<file path="src/rtl/dds_phase_gen.sv">
module dds_phase_gen #(
  parameter int FW = 48,
  parameter int PW = 14,
  parameter int OW = 17,
  parameter int RW = 20
) (
  input  logic          clk,
  input  logic          rst,
  input  logic          upd,
  input  logic [2:0]    mode_in,
  input  logic [FW-1:0] ftw_a_in,
  input  logic [FW-1:0] ftw_b_in,
  input  logic [PW-1:0] pofs_a_in,
  input  logic [PW-1:0] pofs_b_in,
  input  logic [FW-1:0] dfw_in,
  input  logic [RW-1:0] rate_in,
  input  logic          data_pin,
  output logic [FW-1:0] freq_out,
  output logic [OW-1:0] phase_out
);

  typedef enum logic [2:0] {
    M_TONE  = 3'b000,
    M_UFSK  = 3'b001,
    M_RFSK  = 3'b010,
    M_CHIRP = 3'b011,
    M_BPSK  = 3'b100
  } mode_e;

  localparam int PAD = OW - PW;

  logic [2:0]    mode;
  logic [FW-1:0] ftw_a, ftw_b, dfw, acc, freq_nx;
  logic [PW-1:0] pofs_a, pofs_b;
  logic [RW-1:0] rate, timer;

  wire           tick   = (timer == '0);
  wire [FW-1:0]  target = data_pin ? ftw_b : ftw_a;
  wire           go_up  = freq_out < target;
  wire [FW-1:0]  gap    = go_up ? target - freq_out : freq_out - target;
  wire [FW-1:0]  ramp_nx = (gap <= dfw) ? target :
                           go_up ? freq_out + dfw : freq_out - dfw;
  wire [PW-1:0]  pofs   = (mode == M_BPSK && data_pin) ? pofs_b : pofs_a;

  always_comb begin
    case (mode)
      M_UFSK:  freq_nx = target;
      M_RFSK:  freq_nx = tick ? ramp_nx : freq_out;
      M_CHIRP: freq_nx = (tick && !data_pin) ? freq_out + dfw : freq_out;
      default: freq_nx = ftw_a;
    endcase
  end

  always_ff @(posedge clk) begin
    if (rst) begin
      mode   <= M_TONE;
      ftw_a  <= '0;
      ftw_b  <= '0;
      dfw    <= '0;
      pofs_a <= '0;
      pofs_b <= '0;
      rate   <= '0;
    end else if (upd) begin
      mode   <= mode_in;
      ftw_a  <= ftw_a_in;
      ftw_b  <= ftw_b_in;
      dfw    <= dfw_in;
      pofs_a <= pofs_a_in;
      pofs_b <= pofs_b_in;
      rate   <= rate_in;
    end
  end

  always_ff @(posedge clk) begin
    if (rst) begin
      timer <= '0;
    end else if (upd || tick) begin
      timer <= upd ? rate_in : rate;
    end else begin
      timer <= timer - 1'b1;
    end
  end

  always_ff @(posedge clk) begin
    if (rst) begin
      freq_out  <= '0;
      acc       <= '0;
      phase_out <= '0;
    end else begin
      freq_out  <= upd ? ftw_a_in : freq_nx;
      acc       <= acc + freq_out;
      phase_out <= acc[FW-1 -: OW] + {pofs, {PAD{1'b0}}};
    end
  end

  p_timer_bound_r7: assert property (@(posedge clk) disable iff (rst)
    timer <= rate);

  p_step_on_tick_r7: assert property (@(posedge clk) disable iff (rst)
    ((mode == M_RFSK || mode == M_CHIRP) && !upd && !tick) |=> $stable(freq_out));

  p_chirp_hold_r9: assert property (@(posedge clk) disable iff (rst)
    (mode == M_CHIRP && data_pin && !upd) |=> $stable(freq_out));

  p_no_overshoot_r8: assert property (@(posedge clk) disable iff (rst)
    (mode == M_RFSK && !upd && freq_out <= target) |=> freq_out <= $past(target));

  p_no_undershoot_r8: assert property (@(posedge clk) disable iff (rst)
    (mode == M_RFSK && !upd && freq_out >= target) |=> freq_out >= $past(target));

  p_tone_freq_r4: assert property (@(posedge clk) disable iff (rst)
    (mode == M_TONE && !upd) |=> freq_out == $past(ftw_a));

  p_fsk_select_r5: assert property (@(posedge clk) disable iff (rst)
    (mode == M_UFSK && !upd) |=> freq_out == ($past(data_pin) ? $past(ftw_b) : $past(ftw_a)));

  p_upd_load_r2: assert property (@(posedge clk) disable iff (rst)
    upd |=> freq_out == $past(ftw_a_in));

endmodule

</file>
<file path="config.mk">
export PLATFORM = sky130hd
export DESIGN_NAME = dds_phase_gen
export DESIGN_NICKNAME = d
export VERILOG_FILES = /design/src/rtl/dds_phase_gen.sv
export SDC_FILE = /design/constraint.sdc
export NUM_CORES = 1
export LEC_CHECK = 0
export BUFFER_PORTS_ARGS = -buffer_cell sky130_fd_sc_hd__buf_2
export CORE_MARGIN = 4
export CORE_UTILIZATION = 47
export DETAILED_ROUTE_END_ITERATION = 16
export GPL_ROUTABILITY_DRIVEN = 0
export PLACE_DENSITY = 0.76
export SETUP_SLACK_MARGIN = 0.2
export SYNTH_ARGS = -nofsm -noshare
export SYNTH_HDL_FRONTEND = slang
export SYNTH_SLANG_ARGS = --single-unit
</file>
<file path="constraint.sdc">
create_clock -name clk -period 19.6 [get_ports clk]
set_input_delay 2.94 -clock clk [delete_from_list [all_inputs] [get_ports clk]]
set_output_delay 2.94 -clock clk [all_outputs]
set_load 0.005 [all_outputs]
</file>
## Word-level counts from Yosys, hierarchy flattened

Cells that the tools add are included.
W data, S select, Z words.

| operators by class | value |
|---|---|
| reduce and logical (&&, ||, !) cells | 6 |
| add/sub/neg operators | 7 |
| multiplexer cells | 11 |
| equal/unequal tests | 6 |
| $lt $le $gt $ge | 2 |

Operators by type and width:

| operator | number |
|---|---|
| $mux W48 | 7 |
| $pmux W48 S3 | 1 |
| $sub A48 B48 Y48 | 3 |
| $add A48 B48 Y48 | 2 |
| $le A48 B48 Y1 | 1 |
| $lt A48 B48 Y1 | 1 |
| $mux W20 | 2 |
| $logic_not A20 Y1 | 1 |
| $sub A20 B1 Y20 const B | 1 |
| $add A17 B17 Y17 | 1 |
| $mux W14 | 1 |
| $eq A3 B2 Y1 const B | 2 |
| $ne A3 B3 Y1 const B | 2 |
| $eq A3 B1 Y1 const B | 1 |
| $eq A3 B3 Y1 const B | 1 |
| $logic_and A1 B1 Y1 | 2 |
| $reduce_and A2 Y1 | 1 |
| $logic_not A1 Y1 | 1 |
| $logic_or A1 B1 Y1 | 1 |

| storage, ports and cells | value |
|---|---|
| output and inout bits | 65 |
| logic and storage cells | 43 |
| bits in registers | 328 |
| input port bits | 199 |

## Logic depth before layout (Yosys ltp)

| depth | value |
|---|---|
| depth after elaboration | 8 |
| mapped depth | 35 |
| depth with buffers taken out | 28 |

## Worst setup path after synthesis

Ideal clock, no wire load.

| path | value |
|---|---|
| path type | input to register |
| start point | in data_pin |
| end point | reg freq_out[42] |
| required time | 19478 ps |
| path slack | 9746 ps |
| arrival | 9732 ps |
| stages on the path | 31 |
| setup time | 122 ps |
| cells stage by stage | clkbuf_1 -> buf_1 -> clkbuf_1 -> mux2_2 -> ha_1 -> inv_1 -> fa_1 -> a211oi_2 -> o211ai_1 -> nand4_1 -> a21boi_2 -> a211oi_2 -> o21a_1 -> buf_4 -> mux2_4 -> a221o_1 -> a21o_1 -> a31oi_1 -> xnor2_1 -> ha_1 -> a21o_1 -> a21o_1 -> a2111oi_0 -> o21bai_1 -> a221oi_1 -> o22a_1 -> buf_2 -> buf_2 -> nor2_1 -> o211a_1 -> o32a_1 |

| on the way | value |
|---|---|
| word-level cells in the longest chain between the ends | 8 |
| elaborated cells between the ends (all ways) | 15 |
| classes of those cells | add/sub: 2; order compare: 2; eq/ne: 1; mux: 7; reduce/logical: 3 |

Ends and longest elaborated chain:

| element | line | text |
|---|---|---|
| start, declared | 17 | `input logic data_pin,` |
| $mux W48 | 38 | `wire [FW-1:0] target = data_pin ? ftw_b : ftw_a;` |
| $sub A48 B48 Y48 or $lt A48 B48 Y1 (tied branches) | 40, 39 |  |
| $mux W48 | 40 | `wire [FW-1:0] gap = go_up ? target - freq_out : freq_out - target;` |
| $le A48 B48 Y1 | 41 | `wire [FW-1:0] ramp_nx = (gap <= dfw) ? target :` |
| $mux W48 | 41 |  |
| $mux W48 | 48 | `M_RFSK: freq_nx = tick ? ramp_nx : freq_out;` |
| $pmux W48 S3 | 46 | `case (mode)` |
| $mux W48 | 90 | `freq_out <= upd ? ftw_a_in : freq_nx;` |
| end signal, assigned | 90 |  |
| end, declared | 18 | `output logic [FW-1:0] freq_out,` |

Several ways; a longest one is shown, not always the timed one. The select of a mux whose other input is x is not followed.
A chain may end at the register's enable or synchronous reset.

## Worst setup path in the final report

| path | value |
|---|---|
| start point | in data_pin |
| end point | reg freq_out[38] |

The elaborated chain is that of the path after synthesis.

==> impl_metrics.ini <==
[drt]
firstDrtPassIters = 9
ant_nets = 0
post_drt_wl_per_cell_um = 21.69
vias = 29360
wl_mm = 102.0
drtIter0Drc = 4021
route.detailed.drc = 0
viasPerCell = 6.245

[setup_path]
r2r_start = freq_out[34]$_SDFFE_PP0P_
crit_slowest_cell = buf_4
path_class = primary input to register
cp_slowest_stage_delay_ns = 0.71
r2r_cells = 26
worstPathRequired_ns = 20.02
end_kind = register
r2r_slack_ns = 11.67
worstReg2RegEnd = freq_out[38]$_SDFFE_PP0P_
critPathArrivalTime_ns = 11.32
crit_fanout = 69
start_kind = primary input

[logic_synthesis]
synth_top_cell_by_area = dfxtp_1
syn_avg_cell_area_um2 = 7.681
netlist.area_leader.share_pct = 22.60
synth.area.top_cells = dfxtp_1 (23%), ha_1 (13%), mux2i_1 (8.5%)
synth_edf_count = 0
synth_nets = 4287
ys_ff_latch = 328
synthCells = 3783
yosysSeqAreaShare_pct = 22.60
synth_ff_type = dfxtp_1
synth_most_common_cell = nor2_1
syn-cell-area_um2 = 29060
synth_cell_types = 100
ys_warn_count = 0
synth-async-reset-ratio_pct = 0
netlist_top_cells_count = nor2_1 (464), a21oi_1 (423), dfxtp_1 (328)

[clocking]
root_buffer = clkbuf_16
cts_setup_buffers = 0
postCtsResizedCells = 0
path_clk_slew_ns = 0.06
clkSinkCount = 328
cts_tree = done
hold_buffers = 0
cts.htree.levels = 2
cts_made_buffers = 39
ctsLongestPathBuffers = 3
clock_latency_ns = 0.58

[run]
drv_cap = 0

[sta]
finalSetupViolCount = 0
setup_slack_ns = 8.708
min_period_ns = 10.89
fmax_ghz = 0.09181
rsz0062_at_grt = no
timing.hold.ws_ns = 0.4733
hold_viol = 0
final-max-slew-violation-count = 0
fin_crit_sh_pct = 55.57
clock_skew_ns = 0.03648
tns_ns = 0
max_slew_margin_pct = 20.99
tightest_slew_ns = 1.181

[place]
dp_slack_ns = 8.490
port_buffers = 263
dp_hpwl_mm = 79.77

[power_and_ir_drop]
p_per_area_nw_per_um2 = 91.54
peakVddDrop_v = 0.00008552
leakagePower_nw = 14.83
power_w = 0.002919

[die]
io_pins = 264
dieHeight_um = 256.6
design.core.area_um2 = 60810
initial_core_util_pct = 47.78
die_area_um2 = 65860
num_rows = 90
dieWidth_um = 256.6

[worst_hold_path]
hold_depth = 2
whs_endpoint = ftw_a[36]$_SDFFE_PP0P_
hp-class = register to register
hp-start = ftw_a[36]$_SDFFE_PP0P_

[global_route]
overflow = 0
grt_start_max_net_pins = 116
antenna_found_initial = 4
grt_usage_pct = 29.18
grt_pass1_wl_mm = 155.3
grt_pass1_vias = 26990

[status]
status = completed

[cells_and_area]
drive_gt1_share_pct = 11.34
area_growth_pct = 9.757
fill_cells = 5780
nNetsFinal = 4391
## cell type report
| type | count | area (um2) | area share [%] |
|---|---|---|---|
| antenna | 3 | 7.507 | 0.02354 |
| timing repair buffer | 286 | 1509 | 4.731 |
| multi-input combinational | 2999 | 20660 | 64.79 |
| clock buffer | 55 | 1127 | 3.535 |
| clock inverter | 16 | 165.2 | 0.5179 |
| sequential | 328 | 6566 | 20.59 |
| tap | 782 | 978.4 | 3.068 |
| inverter | 233 | 874.6 | 2.742 |
## per-layer routing
layer  part of all wire, %  vias up  track usage, %
met5                 0.020        -               0
li1                      -    13770               -
met1                    42    13580           40.60
met4                   4.9        2           12.29
met3                    13      287           8.319
met2                    40     1723           42.17
## worst max-delay path by stage
stage	startpoint	end	slack [ns]
after floorplan	data_pin	freq_out[42]$_SDFFE_PP0P_	9.75
after global placement	data_pin	freq_out[37]$_SDFFE_PP0P_	8.60
after detailed placement	data_pin	freq_out[38]$_SDFFE_PP0P_	8.49
after CTS	data_pin	freq_out[38]$_SDFFE_PP0P_	9.04
after global routing	data_pin	freq_out[38]$_SDFFE_PP0P_	8.32
final	data_pin	freq_out[38]$_SDFFE_PP0P_	8.71
## logic make-up after synthesis
| kind of cell | Yosys count | synth area share, % |
|---|---|---|
| adder cells (fa/ha/maj) | 305 | 13.29 |
| multiplexers | 279 | 9.770 |
| flip-flops | 328 | 22.60 |
| XOR/XNOR | 185 | 5.576 |
| AND/OR/NAND/NOR | 1031 | 16.01 |
| AO/OA/AOI/OAI | 1199 | 26.36 |
| buffers and inverters | 456 | 6.390 |
## worst max-delay path: cells and delay by family
family                     cells  cell delay (ns)
and+or+nand+nor                2             0.44
buffers and inverters          5             1.91
xor gates and xnor gates       1             0.15
adders and majority gates      2             0.71
AOI/OAI and AO/OA             17             4.13
muxes                          2             0.90
## sequential cells by signal, summed over array words and instances (netlist names)
register	flops
acc	48
dfw	48
freq_out	48
ftw_a	48
ftw_b	48
rate	20
timer	20
phase_out	17
pofs_a	14
pofs_b	14
mode	3
## cells in the final DEF, fill, tap and decap left out, types with 12 or more instances in the layout
master	Yosys	layout
nor2_1	464	462
a21oi_1	423	423
dfxtp_1	328	328
ha_1	299	299
buf_2	59	261
nand2_1	253	253
mux2i_1	248	248
inv_1	228	228
o21ai_0	203	203
xnor2_1	133	133
a21o_1	110	110
o21bai_1	52	52
xor2_1	52	52
a211oi_1	51	51
nand4_1	49	49
nor3_1	48	46
nand3_1	42	42
nor2b_1	42	42
clkbuf_16	0	40
o211ai_1	35	35
a31oi_1	35	35
o21ai_1	31	31
mux2_2	29	29
o31ai_1	28	28
o22ai_1	27	26
o221ai_1	24	24
nand2b_1	23	23
buf_4	9	23
a221oi_1	21	21
o21a_1	21	20
nor4_1	18	18
and3_1	16	16
and2_1	15	15
or3_1	13	13
a22oi_1	13	13
a311oi_1	12	12
## where the power goes
group | internal [W] | switching, W | total, W
sequential | 0.000729 | 0.0000720 | 0.000801
clock | 0.000431 | 0.000312 | 0.000743
combinational | 0.000516 | 0.000859 | 0.00138
## per-stage QoR
step           util (%)  cell area (um2)  cells
3_3_place_gp      50.31            30590   4628
4_1_cts           52.43            31880   4699
6_report          52.45            31890   4702
5_1_grt           52.44            31890   4700
2_1_floorplan         -            29060   3783
3_5_place_dp      50.31            30590   4628
(Power assumes the default switching activity.)
